**src/rtl/petri_marking_engine.sv**
```systemverilog
module petri_marking_engine #(
  parameter int N = 8,
  parameter int M = 8,
  parameter logic [M*N-1:0] PRE   = 64'h4080_2020_1804_0201,
  parameter logic [M*N-1:0] POST  = 64'h8040_0601_2010_0806,
  parameter logic [M*N-1:0] READ  = 64'h0000_0000_0000_8000,
  parameter logic [M*N-1:0] INHIB = 64'h0000_0000_0040_0000,
  parameter logic [N-1:0]   INIT  = 8'h81
) (
  input  logic         clk,
  input  logic         rst,
  input  logic [M-1:0] cond,
  output logic [N-1:0] marking,
  output logic [M-1:0] fired
);

  logic [M-1:0] enabled;
  logic [M-1:0] fire;
  logic [N-1:0] take;
  logic [N-1:0] give;

  for (genvar j = 0; j < M; j++) begin : g_en
    localparam logic [N-1:0] P_IN  = PRE[j*N +: N];
    localparam logic [N-1:0] P_RD  = READ[j*N +: N];
    localparam logic [N-1:0] P_INH = INHIB[j*N +: N];
    assign enabled[j] = ((marking & P_IN) == P_IN) &&
                        ((marking & P_RD) == P_RD) &&
                        ((marking & P_INH) == '0);
  end

  always_comb begin
    take = '0;
    give = '0;
    fire = '0;
    for (int j = 0; j < M; j++) begin
      if (enabled[j] && cond[j] && ((take & PRE[j*N +: N]) == '0)) begin
        fire[j] = 1'b1;
        take    = take | PRE[j*N +: N];
        give    = give | POST[j*N +: N];
      end
    end
  end

  always_ff @(posedge clk) begin
    if (rst) begin
      marking <= INIT;
      fired   <= '0;
    end else begin
      marking <= (marking & ~take) | give;
      fired   <= fire;
    end
  end

  for (genvar j = 0; j < M; j++) begin : g_chk
    localparam logic [N-1:0] C_IN  = PRE[j*N +: N];
    localparam logic [N-1:0] C_OUT = POST[j*N +: N];
    localparam logic [N-1:0] C_RD  = READ[j*N +: N];
    localparam logic [N-1:0] C_INH = INHIB[j*N +: N];


    cond_needed_chk: assert property (@(posedge clk) disable iff (rst)
      fired[j] |-> $past(cond[j]));

    tokens_present_chk: assert property (@(posedge clk) disable iff (rst)
      fired[j] |-> (($past(marking) & C_IN) == C_IN));

    read_marked_chk: assert property (@(posedge clk) disable iff (rst)
      fired[j] |-> (($past(marking) & C_RD) == C_RD));

    inhib_empty_chk: assert property (@(posedge clk) disable iff (rst)
      fired[j] |-> (($past(marking) & C_INH) == '0));

    outputs_set_chk: assert property (@(posedge clk) disable iff (rst)
      fired[j] |-> ((marking & C_OUT) == C_OUT));
  end

  for (genvar p = 0; p < N; p++) begin : g_place
    logic [M-1:0] users;
    for (genvar j = 0; j < M; j++) begin : g_u
      assign users[j] = PRE[j*N + p];
    end

    single_consumer_chk: assert property (@(posedge clk) disable iff (rst)
      $onehot0(fired & users));
  end


  idle_hold_chk: assert property (@(posedge clk) disable iff (rst)
    (fired == '0) |-> $stable(marking));

endmodule

```
**config.mk**
```make
export PLATFORM = sky130hd
export DESIGN_NAME = petri_marking_engine
export DESIGN_NICKNAME = d
export VERILOG_FILES = /design/src/rtl/petri_marking_engine.sv
export SDC_FILE = /design/constraint.sdc
export NUM_CORES = 1
export LEC_CHECK = 0
export ABC_AREA = 1
export BUFFER_PORTS_ARGS = -buffer_cell sky130_fd_sc_hd__buf_2
export CORE_AREA = 4 4 41 43
export CTS_BUF_LIST = sky130_fd_sc_hd__clkbuf_4
export CTS_CLUSTER_DIAMETER = 80
export DETAILED_ROUTE_END_ITERATION = 12
export DIE_AREA = 0 0 45 47
export PLACE_DENSITY = 0.71
export SYNTH_ARGS = -nofsm -noshare
export SYNTH_HDL_FRONTEND = slang
export SYNTH_SLANG_ARGS = --single-unit
```
**constraint.sdc**
```tcl
create_clock -name clk -period 0.8 [get_ports clk]
set_input_delay 0 -clock clk [delete_from_list [all_inputs] [get_ports clk]]
set_output_delay 0 -clock clk [all_outputs]
set_load 0.01 [all_outputs]
```
**Word level (Yosys, flattened, before mapping)**

Cells that the tools add are included.

- Flip-flop bits (word level): 16
- Input bits: 10
- Output and inout port bits: 16
- Logic and storage cells: 55

- Equal/unequal tests: 1
- Mux-type cells: 24
- Bitwise logic cells: 3
- Reduce and logical (&&, ||, !) cells: 25

Operator list:

| operator | number |
|---|---|
| 8-bit logical NOT (first input constant) | 5 |
| 8-bit logical NOT | 3 |
| 6-bit two-way mux | 3 |
| 1-bit logical AND | 17 |
| 8-bit two-way mux | 2 |
| 7-bit two-way mux | 2 |
| 1-bit two-way mux | 10 |
| 5-bit two-way mux | 2 |
| 3-bit two-way mux | 3 |
| 8-bit AND | 1 |
| 8-bit NOT | 1 |
| 8-bit OR | 1 |
| 4-bit two-way mux | 1 |
| 2-bit == test (second input constant) | 1 |
| 2-bit two-way mux | 1 |

**Logic depth before layout (Yosys ltp)**

Gate-level depths: netlist of the first run.

- Depth after elaboration: 17
- Mapped depth: 5
- Mapped depth without buffers: 5

**Worst setup path before layout of the first run**

OpenSTA, ideal clock, no wires.

- Kind: register to register
- From: register marking[6]
- To: register marking[6]
- Library setup time: 64 ps
- Arrival: 679 ps
- Data required time: 736 ps
- Slack: 57 ps
- Stages on the path, launching flop included: 4
- Path buffers: 0
- Clock period less this slack: 743 ps
- Cells stage by stage: dfxtp_1 inv_1 o21a_1 nor2_1

- Word-level cells in the longest chain between the ends: 6

Ends and longest elaborated chain:

| what | RTL line | source |
|---|---|---|
| from (decl) | 13 | `output logic [N-1:0] marking,` |
| from (signal assigned) | 49 | `marking <= (marking & ~take) \| give;` |
| 1-bit logical AND (2 in series) | 36 | `if (enabled[j] && cond[j] && ((take & PRE[j*N +: N]) == '0)) begin` |
| 7-bit two-way mux | 36 |  |
| 8-bit NOT | 49 |  |
| 8-bit AND * | 49 |  |
| 8-bit OR * | 49 |  |

Every way passes the cells marked *; elsewhere a longest branch is shown, timed or not.
A chain may end at the register's enable or synchronous reset.

**Worst setup path after layout of the first run**

- From: register marking[5]
- To: output marking[5]

No word-level cell between the ends.

==> results of run 1 <==
==> per-stage QoR <==
| stage | setup slack, ns | cell area [µm²] | hold slack (ns) | setup TNS [ns] | cells |
|---|---|---|---|---|---|
| 2_1_floorplan | 0.0570 | 527 | 0.105 | 0 | 59 |
| 6_report | 0.0325 | 793 | 0.00480 | 0 | 108 |
| 3_5_place_dp | 0.0706 | 671 | 0.238 | 0 | 99 |
| 4_1_cts | 0.00490 | 771 | 0.00283 | 0 | 110 |
| 5_1_grt | -0.0387 | 793 | 0.000475 | -0.0387 | 108 |
| 3_3_place_gp | 0.0886 | 671 | 0.230 | 0 | 99 |
==> area by class of cell <==
cell class	instances	area share (%)
multi-input combinational	36	22.2
clock inverter	1	0.473
clock buffer	3	2.84
inverter	6	3.15
sequential	16	42.0
timing repair buffer	31	27.0
tap	15	2.37
==> cells in the final DEF, fill, tap and decap left out <==
master and n:
inv_1 4, nand2_2 2, nand3_2 1, inv_2 1, nor2_1 11, buf_6 3, buf_4 1, nand3_1 4
clkbuf_4 3, inv_4 1, o21ai_0 1, a21oi_1 1, nand2_1 10, clkinv_1 1, dlygate4sd3_1 6, a21oi_2 1
dfxtp_1 8, buf_2 20, dfxtp_4 1, o211ai_1 2, nand3b_1 1, dlymetal6s4s_1 1, dfxtp_2 7, o22ai_1 1
o21a_1 1
==> state kept, by name, summed over array words and instances, names as in the netlist <==
register and count:
marking 8, fired 8
==> report_power, final <==
part | internal (W) | switching, W | total (W)
clock network | 0.000180 | 0.000227 | 0.000407
logic | 0.0000973 | 0.0000941 | 0.000191
registers | 0.000835 | 0.0000240 | 0.000859
==> per-layer routing <==
| metal | vias up | wire [µm] | global-route usage (%) |
|---|---|---|---|
| met5 | - | 0 | 0 |
| met4 | 0 | 8 | 5.26 |
| met3 | 2 | 81 | 2.30 |
| met2 | 16 | 575 | 20.6 |
| met1 | 211 | 456 | 14.1 |
| li1 | 258 | - | - |
==> worst max path at each step <==
stage / from / endpoint / slack, ns / depth (start not counted)
2_1_floorplan: marking[6] / marking[6] / 0.06 / 3
3_5_place_dp: marking[6] / marking[2] / 0.07 / 4
4_1_cts: marking[1] / marking[1] / 0.005 / 1
3_3_place_gp: marking[5] / marking[2] / 0.09 / 4
5_1_grt: cond[0] / marking[2] / -0.04 / 6
6_report: marking[5] / marking[5] / 0.03 / 1
==> logic make-up after synthesis <==
logic type / synth area share (%)
AND/OR/NAND/NOR: 24.5
flip-flops: 60.8
AO/OA/AOI/OAI: 9.03
buffers and inverters: 5.70
==> repair_timing <==
action,CTS,global route
hold buffers,7,0
resized for setup,3,12
setup endpoints to repair,3,11
pin swaps,0,2
hold endpoints to repair,10,0
==> flow_summary.json, run 1 <==
{
  "maxSlewViolCount": 0,
  "seq_area_frac_synth_pct": 60.8,
  "ant_nets": 0,
  "yosysUniqueCellTypes": 16,
  "viasPerCell": 4.51,
  "synth_edf_count": 0,
  "cp_max_fo": 4,
  "clk_pin_slew_ns": 0.09,
  "critPathLaunchType": "register",
  "grt_pass1_vias": 465,
  "initial_core_util_pct": 40.5,
  "n_fill_cell": 124,
  "io_buffers": 25,
  "dp_hpwl_um": 819,
  "power_w": 0.00146,
  "cts-root-buf": "clkbuf_4",
  "io-pin-count": 26,
  "rows": 13,
  "yosysWarnings": 0,
  "h-tree-depth": 1,
  "path_buf_inv": 1,
  "hold_viol": 0,
  "die_height_um": 47,
  "grt.total_usage_pct": 11.8,
  "yosys.area.top_type_share_pct": 60.8,
  "fin_util_pct": 61.0,
  "finalNetCount": 104,
  "drc": 0,
  "routed_wirelength_mm": 1.12,
  "min_path_type": "in2reg",
  "gp_congestion": 0.678,
  "synth.area.top_cells": "dfxtp_1 61%, nor2_1 7.8%, nand2_1 7.1%, nand3_1 3.8%, inv_1 3.6%",
  "yosysTopAreaCell": "dfxtp_1",
  "synth_nets": 69,
  "fin_crit_ns": 0.768,
  "insertion_delay_ns": 0.28,
  "clock_sinks": 16,
  "yosys-top-cells-count": "16 x dfxtp_1, 11 x nor2_1, 10 x nand2_1, 5 x inv_1, 4 x nand3_1",
  "async_reset_ff_share_pct": 0,
  "critPathSlowestCell": "dfxtp_2",
  "maxSlewHeadroom_pct": 80.7,
  "synthFlopType": "dfxtp_1",
  "tightest_slew_ns": 0.289,
  "ff2ff_setup_slack_ns": 0.05,
  "power.leakage_nw": 0.393,
  "end_kind": "output pin",
  "path_delay_family": "flip-flops",
  "crit_type": "reg2out",
  "multiInputGateArea_um2": 176,
  "ff_latch_area_um2": 333,
  "core_um2": 1300,
  "synthCells": 59,
  "drive_gt1_share_pct": 44.1,
  "min_to": "marking[4]",
  "crit_required_ns": 0.80,
  "irDropWorstVdd_mv": 1.08,
  "min_path_cells": 4,
  "cp_slowest_stage_delay_ns": 0.38,
  "syn_avg_cell_area_um2": 8.93,
  "clock_skew_ns": 0.00939,
  "reg2reg_from": "marking[5]",
  "timing.rr.end": "marking[2]",
  "reg2reg_depth": 4,
  "cts_buffer_depth": 2,
  "grt-ovfl-total": 0,
  "die_w_um": 45,
  "grt_pass1_wl_mm": 1.81,
  "grt_max_degree": 10,
  "areaGrowthSynthToFinish_pct": 50.6,
  "drt_iter0_drc": 8,
  "rsz0062_at_grt": "yes",
  "wl_per_cell_um": 10.4,
  "antenna_found_initial": 0,
  "min_period_over_period_pct": 95.9,
  "cp.arrival_ns": 0.77,
  "syn_area_um2": 527,
  "numCtsBuffers": 3,
  "critical_path.cell_chain": "buf_6",
  "drt_pre_antenna_iters": 4,
  "die-area_um2": 2120,
  "antenna_cells": 0,
  "cts_tree": "yes",
  "finalSetupViolations": 0,
  "status": "finished, final reports clean",
  "power.density_nw_per_um2": 1840,
  "synth.most_common_cell": "dfxtp_1",
  "max-cap-violations": 0,
  "cts_setup_buffers": 0,
  "via_count": 487,
  "min_from": "cond[3]",
  "synth-seq-cells": 16,
  "fmax_mhz": 1300
}
(Power assumes the default switching activity.)
==> run 2: changes to the inputs <==
--- a/config.mk
+++ b/config.mk
@@ -5,14 +5,14 @@
 export SDC_FILE = /design/constraint.sdc
 export NUM_CORES = 1
 export LEC_CHECK = 0
-export ABC_AREA = 1
+export ABC_AREA = 0
 export BUFFER_PORTS_ARGS = -buffer_cell sky130_fd_sc_hd__buf_2
 export CORE_AREA = 4 4 41 43
 export CTS_BUF_LIST = sky130_fd_sc_hd__clkbuf_4
 export CTS_CLUSTER_DIAMETER = 80
 export DETAILED_ROUTE_END_ITERATION = 12
 export DIE_AREA = 0 0 45 47
-export PLACE_DENSITY = 0.71
+export PLACE_DENSITY = 0.73
 export SYNTH_ARGS = -nofsm -noshare
 export SYNTH_HDL_FRONTEND = slang
 export SYNTH_SLANG_ARGS = --single-unit
==> run 2 against run 1 <==
The run now ends with hold timing, setup timing left. Critical endpoint unchanged. Global-route usage up 1.3 points. Routed wire length rose by 12%. Largest power group unchanged. Critical path depth increased by 1.
==> flow_summary.json, run 2 <==
{
  "status": "finished with violations",
  "violations": "hold timing, setup timing",
  "layout_common_cells": "16 x buf_2, 10 x buf_6, 8 x dfxtp_1",
  "maxSlewHeadroom_pct": 85.7,
  "die_height_um": 47,
  "stdcell_area_um2": 866,
  "initial_core_util_pct": 43.1,
  "n_fill_cell": 111,
  "core_um2": 1300,
  "drc": 0,
  "synth.most_common_cell": "dfxtp_1",
  "drt_pre_antenna_iters": 3,
  "ant_nets": 0,
  "cp_max_fo": 3,
  "grt_pass1_wl_mm": 2.00,
  "reg2reg_from": "marking[2]",
  "dpl.cell_count": 91,
  "fin_util_pct": 66.5,
  "pwr-share-comb_pct": 15.3,
  "antenna_found_initial": 0,
  "end_kind": "output pin",
  "timing.rr.end": "marking[2]",
  "viasPerCell": 4.95,
  "intPower_w": 0.00116,
  "grt_max_degree": 12,
  "via_count": 495,
  "setup_slack_ns": -0.0538,
  "finalSetupTns_ns": -0.196,
  "synth-seq-cells": 16,
  "drive_gt1_share_pct": 51.8,
  "min_path_type": "in2reg",
  "clk_pin_slew_ns": 0.09,
  "cts_tree": "yes",
  "layout.cells.non_filler": 100,
  "grt-ovfl-total": 0,
  "synthFlopType": "dfxtp_1",
  "irDropWorstVdd_mv": 1.61,
  "syn_avg_cell_area_um2": 11.4,
  "io_buffers": 25,
  "reg2reg_depth": 2,
  "maxSlewViolCount": 0,
  "cts-root-buf": "clkbuf_4",
  "multiInputGateArea_um2": 210,
  "yosys.area.top_type_share_pct": 57.1,
  "grt.total_usage_pct": 13.2,
  "routed_wirelength_mm": 1.26,
  "yosys-top-cells-count": "16 x dfxtp_1, 6 x inv_1, 3 x nor2_1",
  "insertion_delay_ns": 0.29,
  "finalNetCount": 96,
  "async_reset_ff_share_pct": 0,
  "synth_edf_count": 0,
  "fin_crit_ns": 0.854,
  "rsz0062_at_grt": "yes",
  "die_w_um": 45,
  "clock_skew_ns": 0.00522,
  "critPathLaunchType": "register",
  "pwr-share-seq_pct": 56.4,
  "antenna_cells": 0,
  "critPathCapture": "marking[5]",
  "crit_type": "reg2out",
  "dp_hpwl_um": 864,
  "synthCells": 49,
  "wl_per_cell_um": 12.6,
  "numCtsBuffers": 3,
  "tightest_slew_ns": 0.211,
  "power.leakage_nw": 0.448,
  "yosysWarnings": 0,
  "swShare_pct": 24.9,
  "top_regs": "fired x8, marking x8",
  "seq_area_frac_synth_pct": 57.1,
  "critPathLaunch": "marking[5]",
  "synth_nets": 59,
  "ff2ff_setup_slack_ns": -0.05,
  "crit_required_ns": 0.80,
  "hold_slack_ns": -0.00414,
  "ff_latch_area_um2": 333,
  "die-area_um2": 2120,
  "post_dp_cell_area_um2": 727,
  "final_common_cell": "buf_2",
  "syn_area_um2": 561,
  "yosysUniqueCellTypes": 24,
  "cts_buffer_depth": 2,
  "fmax_mhz": 1170,
  "cp.arrival_ns": 0.85,
  "grt_pass1_vias": 479,
  "drt_iter0_drc": 5,
  "areaGrowthSynthToFinish_pct": 54.5,
  "pwr-share-clk_pct": 28.3,
  "finalSetupViolations": 5,
  "power.density_nw_per_um2": 1790,
  "hold_viol": 1,
  "gp_congestion": 0.643,
  "clock_sinks": 16,
  "rows": 13,
  "io-pin-count": 26,
  "synth.area.top_cells": "dfxtp_1 57%, inv_1 4.0%, nand3b_4 3.6%, and3b_1 3.1%, o311ai_2 2.9%",
  "max-cap-violations": 0,
  "min_period_over_period_pct": 107,
  "yosysTopAreaCell": "dfxtp_1",
  "h-tree-depth": 1,
  "switchingPower_w": 0.000386
}
run 2: repair_timing:
item	in CTS	in global routing
buffers inserted	1	1
endpoints found under the hold margin	5	0
resized for setup	7	6
hold buffers	4	0
pin swaps	1	1
endpoints found under the setup margin	7	13
run 2: cell type report:
| class | instances | share of cell area (%) |
|---|---|---|
| clock buffers | 3 | 2.60 |
| clock inverters | 1 | 0.434 |
| inverters | 6 | 2.60 |
| multi-input cells | 26 | 24.3 |
| flip-flops and latches | 16 | 38.4 |
| well taps | 15 | 2.17 |
| repair buffers | 33 | 29.5 |
run 2: metal layers:
| layer | global-route usage, % | wire, µm | vias to the layer above |
|---|---|---|---|
| met5 | 0 | 0 | - |
| met4 | 3.51 | 0 | 0 |
| met3 | 6.90 | 121 | 0 |
| met2 | 21.5 | 632 | 19 |
| met1 | 15.2 | 505 | 232 |
| li1 | - | - | 244 |
run 2: power groups by stage:
stage	combinational [W]	sequential, W	clock (W)
finish	0.000237	0.000874	0.000438
global route	0.000258	0.000881	0.000479
CTS	0.000215	0.000869	0.000444
detailed placement	0.000179	0.000885	0
global placement	0.000178	0.000882	0
floorplan	0.0000701	0.000903	0
run 2: critical path, cell delays in order (launching register included):
cell	delay (ns)
dfxtp_2	0.34
buf_6	0.11
buf_6	0.11
run 2: how the worst min path moves through the flow:
stage	start	endpoint	slack, ns	depth (start not counted)
after detailed placement	cond[0]	marking[0]	0.24	2
after CTS	cond[2]	fired[2]	0.001	3
after global placement	cond[0]	marking[0]	0.23	2
final	cond[2]	fired[2]	-0.004	3
after floorplan	cond[0]	marking[0]	0.1	1
after global routing	cond[2]	fired[2]	0.006	3
run 2: logic make-up (layout without fill, tap and decap cells):
logic type / count (synthesis) / count (layout) / share of synthesized area, %
simple gates: 18 / 18 / 25.7
flops: 16 / 16 / 57.1
compound gates: 8 / 8 / 11.8
buf+inv: 7 / 43 / 5.36
run 2: through the flow:
stage,hold WS (ns),setup WS [ns],power [W]
after CTS,0.00112,-0.0580,0.00153
after global placement,0.227,-0.00318,0.00106
after detailed placement,0.240,-0.0344,0.00106
final,-0.00414,-0.0538,0.00155
after global routing,0.00594,-0.0936,0.00162
after floorplan,0.0958,-0.0171,0.000973
==> run 3: changes to the inputs <==
--- a/config.mk
+++ b/config.mk
@@ -16,3 +16,4 @@
 export SYNTH_ARGS = -nofsm -noshare
 export SYNTH_HDL_FRONTEND = slang
 export SYNTH_SLANG_ARGS = --single-unit
+export TNS_END_PERCENT = 1
==> constraint.sdc (replaced) <==
create_clock -name clk -period 0.9 [get_ports clk]
set_input_delay 0 -clock clk [delete_from_list [all_inputs] [get_ports clk]]
set_output_delay 0 -clock clk [all_outputs]
set_load 0.01 [all_outputs]
==> run 3 against run 2 <==
The run now ends clean. Sequential cell count stayed put. Critical path type is now in2reg. Cell count is 4.0% lower. Routed wire length down 17%. Highest routed layer unchanged. First-iteration DRC count unchanged. Via count shrank 11%. Die area stayed put. Hold slack better by 0.012 ns. Combinational power down 33%. Clock power fell by 15%. Worst setup slack improved by 0.099 ns. Global-route usage is 2.3 points lower.
==> flow_summary.json, run 3 (synthesized netlist as in run 2, its figures left out) <==
{
  "io_buffers": 25,
  "grt_pass1_wl_mm": 1.61,
  "irDropWorstVdd_mv": 1.13,
  "critPathSlowestCell": "dlygate4sd3_1",
  "cts_buffer_depth": 2,
  "multiInputGateArea_um2": 210,
  "hold_viol": 0,
  "ff_latch_area_um2": 320,
  "die_height_um": 47,
  "grt-ovfl-total": 0,
  "cts-root-buf": "clkbuf_4",
  "layout_common_cells": "25 x buf_2, 16 x dfxtp_1, 6 x inv_1",
  "cts_setup_buffers": 0,
  "grt.total_usage_pct": 10.9,
  "die_w_um": 45,
  "fmax_mhz": 1170,
  "top_layer": "met3",
  "min_from": "cond[6]",
  "drc": 0,
  "critPathLaunchType": "primary input",
  "final_common_cell": "buf_2",
  "maxSlewHeadroom_pct": 86.0,
  "viasPerCell": 4.60,
  "antenna_cells": 0,
  "finalNetCount": 92,
  "power.density_nw_per_um2": 1700,
  "finalSetupViolations": 0,
  "setup_slack_ns": 0.0449,
  "cp.arrival_ns": 1.05,
  "status": "finished, final reports clean",
  "cp_slowest_stage_delay_ns": 0.53,
  "crit_type": "in2reg",
  "min_period_over_period_pct": 95.0,
  "clock_skew_ns": 0.00414,
  "numCtsBuffers": 3,
  "io-pin-count": 26,
  "finalSetupTns_ns": 0,
  "power.leakage_nw": 0.412,
  "ant_nets": 0,
  "areaGrowthSynthToFinish_pct": 35.7,
  "maxSlewViolCount": 0,
  "routed_wirelength_mm": 1.04,
  "core_um2": 1300,
  "antenna_found_initial": 0,
  "clock_sinks": 16,
  "grt_pass1_vias": 408,
  "route.met2.wl_um": 445,
  "wl_per_cell_um": 10.9,
  "drt_pre_antenna_iters": 2,
  "insertion_delay_ns": 0.28,
  "reg2reg_from": "marking[3]",
  "reg2reg_depth": 2,
  "cp_max_fo": 4,
  "critPathLaunch": "cond[4]",
  "met3WireLength_um": 107,
  "critical_path.cell_chain": "dlygate4sd3_1, buf_2, nand4bb_1, o311ai_1",
  "n_fill_cell": 124,
  "h-tree-depth": 1,
  "max-cap-violations": 0,
  "grt_max_degree": 13,
  "dp_hpwl_um": 816,
  "cts_resized": 0,
  "drive_gt1_share_pct": 40.7,
  "hold_slack_ns": 0.00754,
  "top_regs": "fired x8, marking x8",
  "min_path_cells": 2,
  "rows": 13,
  "crit_required_ns": 1.09,
  "gp_congestion": 0.671,
  "cts_tree": "yes",
  "die-area_um2": 2120,
  "rsz0062_at_grt": "no",
  "via_count": 442,
  "initial_core_util_pct": 43.1,
  "wl_met1_um": 491,
  "fin_crit_ns": 0.855,
  "min_path_type": "in2reg",
  "pre_cts_ws_ns": 0.0339,
  "drt_iter0_drc": 5,
  "tightest_slew_ns": 0.207,
  "clk_pin_slew_ns": 0.09,
  "end_kind": "register"
}
run 3: cell count changes in the layout (fill, tap and decap cells not counted), sizes merged:
| cell | delta |
|---|---|
| buf | -3 |
| dlygate4sd3 | -1 |
run 3: critical path: cells and delay by family:
family / cells / cell delay, ns
AND/OR/NAND/NOR: 1 / 0.25
AO/OA/AOI/OAI: 1 / 0.13
buffers and inverters: 2 / 0.67
run 3: per-layer routing:
layer  global-route usage [%]  vias up
li1                         -      237
met5                        0        -
met1                     13.3      185
met2                     16.1       20
met3                     7.28        0
met4                     1.75        0
run 3: report_power, final:
| part | internal (W) | total [W] | switching (W) |
|---|---|---|---|
| registers | 0.000742 | 0.000767 | 0.0000245 |
| logic | 0.0000840 | 0.000159 | 0.0000747 |
| clock network | 0.000161 | 0.000371 | 0.000210 |
run 3: layout make-up:
type	count	share of cell area (%)
Sequential cell	16	42.1
Multi-Input combinational cell	26	27.6
Timing Repair Buffer	29	21.4
Clock buffer	3	2.96
Inverter	6	2.96
Tap cell	15	2.47
Clock inverter	1	0.493
run 3: final timing paths:
check	end	slack, ns
max	marking[1]	0.04
min	fired[6]	0.008
max reg2reg	marking[5]	0.05
min reg2reg	marking[0]	0.49
run 3: repair_timing:
| item | CTS | global route |
|---|---|---|
| hold endpoints to repair | 5 | 0 |
| hold buffers | 3 | 0 |
| endpoints found under the setup margin | 0 | 0 |
run 3: stage by stage:
stage / std cells / power [W] / area, µm² / utilization [%]
floorplan: 49 / 0.000861 / 561 / -
global route: 96 / 0.00137 / 761 / 58.5
global placement: 89 / 0.000932 / 704 / 54.1
finish: 96 / 0.00130 / 761 / 58.5
CTS: 96 / 0.00132 / 761 / 58.5
detailed placement: 89 / 0.000935 / 704 / 54.1
